$ cat src/rtl/fsd_pkg.sv
package fsd_pkg;

    localparam int LINE_BYTES = 64;
    localparam int WORD_BYTES = 4;
    localparam int WORDS      = LINE_BYTES / WORD_BYTES;
    localparam int WIDX_W     = $clog2(WORDS);
    localparam int ADDR_W     = 32;
    localparam int LINE_AW    = ADDR_W - $clog2(LINE_BYTES);
    localparam int HCNT_W     = 16;

    typedef logic [WORDS-1:0]   wvec_t;
    typedef logic [LINE_AW-1:0] line_t;
    typedef logic [HCNT_W-1:0]  hcnt_t;

    typedef struct packed {
        logic  valid;
        line_t line;
        wvec_t rvec;
    } map_ent_t;

    typedef struct packed {
        logic  valid;
        line_t line;
        hcnt_t count;
    } hist_ent_t;

    // touched locally, and no word in common with the remote request
    function automatic logic judge_false(wvec_t local_v, wvec_t remote_v);
        return (local_v != '0) && ((local_v & remote_v) == '0);
    endfunction

    function automatic hcnt_t sat_inc(hcnt_t c);
        return (c == '1) ? c : c + hcnt_t'(1);
    endfunction

endpackage

$ cat src/rtl/fsd_access_track.sv
module fsd_access_track
    import fsd_pkg::*;
#(
    parameter int NUM_SLOTS = 16,
    localparam int SLOT_W   = $clog2(NUM_SLOTS)
) (
    input  logic              clk,
    input  logic              rst,
    input  logic              acc_valid,
    input  logic [SLOT_W-1:0] acc_slot,
    input  logic [WIDX_W-1:0] acc_word,
    input  logic              fill_valid,
    input  logic [SLOT_W-1:0] fill_slot,
    input  logic              inv_valid,
    input  logic [SLOT_W-1:0] inv_slot,
    output wvec_t             inv_local
);

    wvec_t vec [NUM_SLOTS];

    for (genvar s = 0; s < NUM_SLOTS; s++) begin : g_slot
        logic clr_s, set_s;
        assign clr_s = (fill_valid && fill_slot == SLOT_W'(s)) ||
                       (inv_valid  && inv_slot  == SLOT_W'(s));
        assign set_s = acc_valid && acc_slot == SLOT_W'(s);

        always_ff @(posedge clk) begin
            if (rst) begin
                vec[s] <= '0;
            end else if (clr_s) begin
                vec[s] <= '0;
            end else if (set_s) begin
                vec[s][acc_word] <= 1'b1;
            end
        end
    end

    assign inv_local = vec[inv_slot];

    // an access with no clear to the same slot leaves its bit set
    a_r1_bit_set: assert property (@(posedge clk) disable iff (rst)
        (acc_valid && !(fill_valid && fill_slot == acc_slot)
                   && !(inv_valid && inv_slot == acc_slot))
        |=> vec[$past(acc_slot)][$past(acc_word)]);

    // fills and invalidations leave an empty vector
    a_r2_fill_clear: assert property (@(posedge clk) disable iff (rst)
        fill_valid |=> vec[$past(fill_slot)] == '0);

    a_r2_inv_clear: assert property (@(posedge clk) disable iff (rst)
        inv_valid |=> vec[$past(inv_slot)] == '0);

endmodule

$ cat src/rtl/fsd_fs_map.sv
module fsd_fs_map
    import fsd_pkg::*;
#(
    parameter int DEPTH   = 8,
    localparam int IDX_W  = $clog2(DEPTH),
    localparam int CNT_W  = $clog2(DEPTH + 1)
) (
    input  logic             clk,
    input  logic             rst,
    input  line_t            lk_line,
    output logic             lk_hit,
    output logic [IDX_W-1:0] lk_idx,
    output wvec_t            lk_rvec,
    input  logic             rm_en,
    input  logic [IDX_W-1:0] rm_idx,
    input  logic             ins_en,
    input  line_t            ins_line,
    input  wvec_t            ins_rvec
);

    // entries kept packed towards index 0; index 0 is the oldest
    map_ent_t          ent [DEPTH];
    map_ent_t          nxt [DEPTH];
    logic [CNT_W-1:0]  cnt, ncnt;
    logic [DEPTH-1:0]  vmask;

    always_comb begin
        lk_hit  = 1'b0;
        lk_idx  = '0;
        lk_rvec = '0;
        for (int i = 0; i < DEPTH; i++) begin
            vmask[i] = ent[i].valid;
            if (ent[i].valid && ent[i].line == lk_line) begin
                lk_hit  = 1'b1;
                lk_idx  = IDX_W'(i);
                lk_rvec = ent[i].rvec;
            end
        end
    end

    always_comb begin
        logic             dup;
        logic [IDX_W-1:0] didx;
        nxt  = ent;
        ncnt = cnt;
        dup  = 1'b0;
        didx = '0;
        // retirement first: close the gap
        if (rm_en) begin
            for (int i = 0; i < DEPTH - 1; i++) begin
                if (i >= int'(rm_idx)) nxt[i] = ent[i+1];
            end
            nxt[DEPTH-1] = '0;
            ncnt         = cnt - CNT_W'(1);
        end
        if (ins_en) begin
            for (int i = 0; i < DEPTH; i++) begin
                if (nxt[i].valid && nxt[i].line == ins_line) begin
                    dup  = 1'b1;
                    didx = IDX_W'(i);
                end
            end
            if (dup) begin
                nxt[didx].rvec = ins_rvec;
            end else if (ncnt == CNT_W'(DEPTH)) begin
                for (int i = 0; i < DEPTH - 1; i++) nxt[i] = nxt[i+1];
                nxt[DEPTH-1] = '{valid: 1'b1, line: ins_line, rvec: ins_rvec};
            end else begin
                nxt[ncnt[IDX_W-1:0]] = '{valid: 1'b1, line: ins_line, rvec: ins_rvec};
                ncnt = ncnt + CNT_W'(1);
            end
        end
    end

    always_ff @(posedge clk) begin
        if (rst) begin
            for (int i = 0; i < DEPTH; i++) ent[i] <= '0;
            cnt <= '0;
        end else begin
            ent <= nxt;
            cnt <= ncnt;
        end
    end

    // occupancy stays within depth and matches the valid entries
    a_r8_bound: assert property (@(posedge clk) disable iff (rst)
        (cnt <= CNT_W'(DEPTH)) && ($countones(vmask) == int'(cnt)));

    // no line is held twice
    for (genvar i = 0; i < DEPTH; i++) begin : g_ua
        for (genvar j = i + 1; j < DEPTH; j++) begin : g_ub
            a_r7_unique: assert property (@(posedge clk) disable iff (rst)
                !(ent[i].valid && ent[j].valid && ent[i].line == ent[j].line));
        end
    end

endmodule

$ cat src/rtl/fsd_histogram.sv
module fsd_histogram
    import fsd_pkg::*;
#(
    parameter int DEPTH  = 16,
    localparam int IDX_W = $clog2(DEPTH)
) (
    input  logic             clk,
    input  logic             rst,
    input  logic             ev_en,
    input  line_t            ev_line,
    input  logic [IDX_W-1:0] rd_sel,
    output logic             rd_valid,
    output line_t            rd_line,
    output hcnt_t            rd_count
);

    hist_ent_t        ent [DEPTH];
    logic [IDX_W-1:0] ptr;
    logic             hit;
    logic [IDX_W-1:0] hidx;

    always_comb begin
        hit  = 1'b0;
        hidx = '0;
        for (int i = 0; i < DEPTH; i++) begin
            if (ent[i].valid && ent[i].line == ev_line) begin
                hit  = 1'b1;
                hidx = IDX_W'(i);
            end
        end
    end

    always_ff @(posedge clk) begin
        if (rst) begin
            for (int i = 0; i < DEPTH; i++) ent[i] <= '0;
            ptr <= '0;
        end else if (ev_en) begin
            if (hit) begin
                ent[hidx].count <= sat_inc(ent[hidx].count);
            end else begin
                ent[ptr] <= '{valid: 1'b1, line: ev_line, count: hcnt_t'(1)};
                ptr      <= (ptr == IDX_W'(DEPTH - 1)) ? '0 : ptr + IDX_W'(1);
            end
        end
    end

    assign rd_valid = ent[rd_sel].valid;
    assign rd_line  = ent[rd_sel].line;
    assign rd_count = ent[rd_sel].count;

    // a full counter keeps its value unless the entry is reallocated
    for (genvar i = 0; i < DEPTH; i++) begin : g_sat
        a_r10_saturate: assert property (@(posedge clk) disable iff (rst)
            (ent[i].valid && ent[i].count == '1 && !(ev_en && !hit && ptr == IDX_W'(i)))
            |=> ent[i].count == '1);
    end

endmodule

$ cat src/rtl/false_share_monitor.sv
module false_share_monitor
    import fsd_pkg::*;
#(
    parameter int NUM_SLOTS  = 16,
    parameter int MAP_DEPTH  = 8,
    parameter int HIST_DEPTH = 16,
    localparam int SLOT_W    = $clog2(NUM_SLOTS),
    localparam int MIDX_W    = $clog2(MAP_DEPTH),
    localparam int HIDX_W    = $clog2(HIST_DEPTH)
) (
    input  logic                clk,
    input  logic                rst,
    input  logic                acc_valid,
    input  logic [SLOT_W-1:0]   acc_slot,
    input  logic [WIDX_W-1:0]   acc_word,
    input  logic                fill_valid,
    input  logic [SLOT_W-1:0]   fill_slot,
    input  logic                inv_valid,
    input  logic [SLOT_W-1:0]   inv_slot,
    input  logic [LINE_AW-1:0]  inv_line,
    input  logic [WORDS-1:0]    inv_rvec,
    input  logic                miss_valid,
    input  logic [LINE_AW-1:0]  miss_line,
    output logic                cls_valid,
    output logic                cls_false,
    output logic [WORDS-1:0]    cls_rvec,
    input  logic [HIDX_W-1:0]   hist_sel,
    output logic                hist_valid,
    output logic [LINE_AW-1:0]  hist_line,
    output logic [HCNT_W-1:0]   hist_count
);

    wvec_t             inv_local;
    logic              false_inv;
    logic              lk_hit;
    logic [MIDX_W-1:0] lk_idx;
    wvec_t             lk_rvec;
    logic              retire;

    fsd_access_track #(.NUM_SLOTS(NUM_SLOTS)) u_track (
        .clk        (clk),
        .rst        (rst),
        .acc_valid  (acc_valid),
        .acc_slot   (acc_slot),
        .acc_word   (acc_word),
        .fill_valid (fill_valid),
        .fill_slot  (fill_slot),
        .inv_valid  (inv_valid),
        .inv_slot   (inv_slot),
        .inv_local  (inv_local)
    );

    assign false_inv = inv_valid && judge_false(inv_local, inv_rvec);
    assign retire    = miss_valid && lk_hit;

    fsd_fs_map #(.DEPTH(MAP_DEPTH)) u_map (
        .clk      (clk),
        .rst      (rst),
        .lk_line  (miss_line),
        .lk_hit   (lk_hit),
        .lk_idx   (lk_idx),
        .lk_rvec  (lk_rvec),
        .rm_en    (retire),
        .rm_idx   (lk_idx),
        .ins_en   (false_inv),
        .ins_line (inv_line),
        .ins_rvec (inv_rvec)
    );

    fsd_histogram #(.DEPTH(HIST_DEPTH)) u_hist (
        .clk      (clk),
        .rst      (rst),
        .ev_en    (false_inv),
        .ev_line  (inv_line),
        .rd_sel   (hist_sel),
        .rd_valid (hist_valid),
        .rd_line  (hist_line),
        .rd_count (hist_count)
    );

    always_ff @(posedge clk) begin
        if (rst) begin
            cls_valid <= 1'b0;
            cls_false <= 1'b0;
            cls_rvec  <= '0;
        end else begin
            cls_valid <= miss_valid;
            cls_false <= retire;
            cls_rvec  <= retire ? lk_rvec : '0;
        end
    end

    // strobe follows each miss by exactly one cycle
    a_r5_strobe: assert property (@(posedge clk) disable iff (rst)
        miss_valid |=> cls_valid);
    a_r5_quiet: assert property (@(posedge clk) disable iff (rst)
        !miss_valid |=> !cls_valid);
    // reset leaves the strobe low
    a_r12_reset_idle: assert property (@(posedge clk)
        rst |=> !cls_valid);

endmodule

$ cat config.mk
export PLATFORM = sky130hd
export DESIGN_NAME = false_share_monitor
export DESIGN_NICKNAME = d
export VERILOG_FILES = /design/src/rtl/fsd_pkg.sv /design/src/rtl/fsd_access_track.sv /design/src/rtl/fsd_fs_map.sv /design/src/rtl/fsd_histogram.sv /design/src/rtl/false_share_monitor.sv
export SDC_FILE = /design/constraint.sdc
export NUM_CORES = 2
export LEC_CHECK = 0
export ABC_CLOCK_PERIOD_IN_PS = 6700
export BUFFER_PORTS_ARGS = -buffer_cell sky130_fd_sc_hd__buf_4
export CAP_MARGIN = 30
export CORE_UTILIZATION = 50
export CTS_CLUSTER_DIAMETER = 200
export DETAILED_ROUTE_END_ITERATION = 12
export GPL_TIMING_DRIVEN = 1
export PLACE_DENSITY = 0.66
export SYNTH_ARGS = -nofsm -noshare
export SYNTH_HDL_FRONTEND = slang
export SYNTH_HIERARCHICAL = 1
export SYNTH_SLANG_ARGS = --single-unit
$ cat constraint.sdc
create_clock -name clk -period 6.7 [get_ports clk]
set_clock_uncertainty 0.1 [all_clocks]
set_input_delay 0.67 -clock clk [delete_from_list [all_inputs] [get_ports clk]]
set_output_delay 0.67 -clock clk [all_outputs]
set_load 0.01 [all_outputs]
==> metrics.yaml <==
required_ps: 7220
rsz0062_at_grt: "no"
drc: 0
synth_commonest_cells: "edfxtp_1 (944), nor2_1 (599), clkbuf_1 (573), nand2_1 (540), xnor2_1 (485)"
fp.dieW_um: 415.9
drt_iter0_drc: 11980
syn-instance-count: 8376
end_kind: "flip-flop"
fp.coreArea_mm2: 0.1697
synth_top_area_cell: "edfxtp_1"
num_io_pins: 155
finalWorstSetupSlack_ps: -45.58
numPortBuffers: 154
post_drt_via_cell_ratio: 6.978
die_h_um: 415.9
netlist_area_mm2: 0.08566
violations: "negative setup slack"
timing.rr.start: "u_map/ent[66]"
period_needed_ps: 6746
post-route-period-util_pct: 100.7
num_rows: 151
wl_per_cell_um: 34.56
final_hold_viol_count: 0
grt_usage_pct: 42.80
syn_to_final_growth_pct: 15.89
hold_end: "u_map/ent[305]"
synth-edff-count: 944
finalSetupViolations: 6
synth_most_common_cell: "edfxtp_1"
startpoint: "u_map/ent[66]"
status: "finished with violations"
hp-class: "in2reg"
finalMaxSlewViolations: 0
yosysSeqAreaShare_pct: 41.74
ys_ff_latch: 1314
clock_path_buffers: 3
drive_above_1_share_pct: 22.72
holdPathStages: 2
firstDrtPassIters: 9
cts_hold_buf: 0
clock-root-buffer: "clkbuf_16"
via_count: 76800
leakagePower_nw: 33.91
dp_hpwl_um: 276400
die_area_mm2: 0.1730
yosys_warnings: 6
dpl_cell_area_mm2: 0.09376
nets: 8749
synth.distinct_cells: 117
synthTopCellsByArea: "edfxtp_1 (33%), dfxtp_1 (8.6%), mux4_2 (7.4%), xnor2_1 (5.0%), and2_1 (3.3%)"
cts.sinks: 1314
start_util_pct: 50.49
tightest_slew_ps: 1059
powerDensity_mw_per_mm2: 208.9
crit_type: "reg2reg"
total_power_mw: 20.73
h-tree-depth: 4
fin_area_mm2: 0.09926
overflow: 0
r2r_setup_slack_ps: -50
max_freq_mhz: 148.2
r2r_end: "u_map/ent[300]"
synth_ff_type: "edfxtp_1"
ant_nets: 0
grt_pass1_wl_um: 535600
grt_max_degree: 113
crit_fanout: 14
gp_congestion: 1.075
worstRegToRegCells: 24
antenna_found_initial: 17
synth_top_area_share_pct: 33.09
finalWirelength_um: 380400
max_slew_margin_pct: 28.84
min-delay-start: "inv_rvec[4]"
cp.arrival_ps: 7270
path_clk_slew_ps: 60
cts_made_buffers: 155
async_reset_ff_share_pct: 0
syn_nets: 8475
start_kind: "flip-flop"
clock_latency_ps: 850
grt_pass1_vias: 71910
maxCapViolations: 0
synth_area_per_cell_um2: 10.23
cts_tree: "built"
ir_drop_mv: 0.2979
## power by group
part	total [mW]	internal, mW	leakage [nW]	switching (mW)
clock	8.90	5.12	2.55	3.77
combinational	2.65	0.955	19.0	1.69
sequential	9.18	8.99	12.3	0.191
## critical path, cell delays in order, from the launching register on
cell and delay, ps:
dfxtp_1 650, xnor2_1 180, nand4_1 220, nor4_1 620, nand4_1 200, and2_1 240, nand3_2 80, or4b_2 150
and2_4 260, buf_4 180, nand2b_1 140, buf_12 200, nor2_4 100, buf_4 150, mux2i_1 420, buf_4 190
a211oi_1 60, and4b_1 250, nand4_1 150, o311a_1 400, buf_4 190, nand4_1 170, buf_4 240, nor2_1 740
a221oi_1 210
## registers in the layout (all words and copies together) (netlist names)
| name | count |
|---|---|
| u_hist/ent | 688 |
| u_map/ent | 344 |
| u_track/vec | 256 |
| cls_rvec | 16 |
| u_hist/ptr | 4 |
| u_map/cnt | 4 |
| cls_false | 1 |
| cls_valid | 1 |
## placed cells by master (no fill, tap or decap), drive strengths merged, types with 79 or more instances in the layout
cell type	count
buf	980
edfxtp	944
nor2	601
nand2	550
xnor2	487
and2	454
o21ai	427
dfxtp	370
nor3	355
xor2	282
mux4	281
mux2i	247
nand4	244
a21oi	209
clkbuf	205
a221oi	186
nand3	175
nor4	167
o211ai	140
a211oi	127
nor2b	123
o31ai	116
inv	104
mux2	99
nand2b	86
o22ai	79
## layer usage
metal	track usage, %	vias up	wire [µm]
met1	59.53	38030	148700
met4	21.46	8	22520
met3	10.17	1054	47390
met5	0	-	51
met2	62.18	5579	161700
li1	-	32130	-
## worst max path at each step
| stage | endpoint | depth (start not counted) | slack (ps) |
|---|---|---|---|
| floorplan | u_map/ent[343] | 25 | 100 |
| global placement | u_map/ent[88] | 21 | -1690 |
| detailed placement | u_map/ent[123] | 23 | -370 |
| CTS | u_map/ent[296] | 20 | 20 |
| global route | u_map/ent[178] | 22 | 50 |
| finish | u_map/ent[300] | 24 | -50 |
## area by class of cell
class	instances	area, µm²
diodes	9	22.52
clock buffers	205	4243
clock inverters	81	1003
fillers	14550	70400
inverters	101	380.4
multi-input cells	6098	45970
flip-flops and latches	1314	35770
well taps	2218	2775
repair buffers	980	9106
## through the flow
step / hold slack, ps / std cells / worst slack [ps] / TNS [ps] / util (%)
2_1_floorplan: 383.3 / 8376 / 96.53 / 0 / -
3_3_place_gp: 440.2 / 10680 / -1695 / -519550 / 55.06
3_5_place_dp: 443.3 / 10700 / -365.9 / -67030 / 55.26
4_1_cts: 58.62 / 10990 / 22.28 / 0 / 58.37
5_1_grt: 102.7 / 11000 / 46.97 / 0 / 58.50
6_report: 99.19 / 11010 / -45.58 / -103.2 / 58.51
## logic make-up after synthesis
group,Yosys count,synth area share [%]
AOI/OAI and AO/OA,1713,15.25
muxes,627,11.59
adders and majority gates,5,0.07304
buffers and inverters,964,4.861
DFF,1314,41.74
and+or+nand+nor,2984,18.59
xor gates and xnor gates,769,7.889
## what timing repair did
item | CTS | global route
gates cloned | 0 | 0
resized for setup | 1 | 13
setup endpoints to repair | 25 | 150
buffers inserted | 2 | 1
pin swaps | 1 | 0
Note: power is estimated with default switching activity, not from simulation.
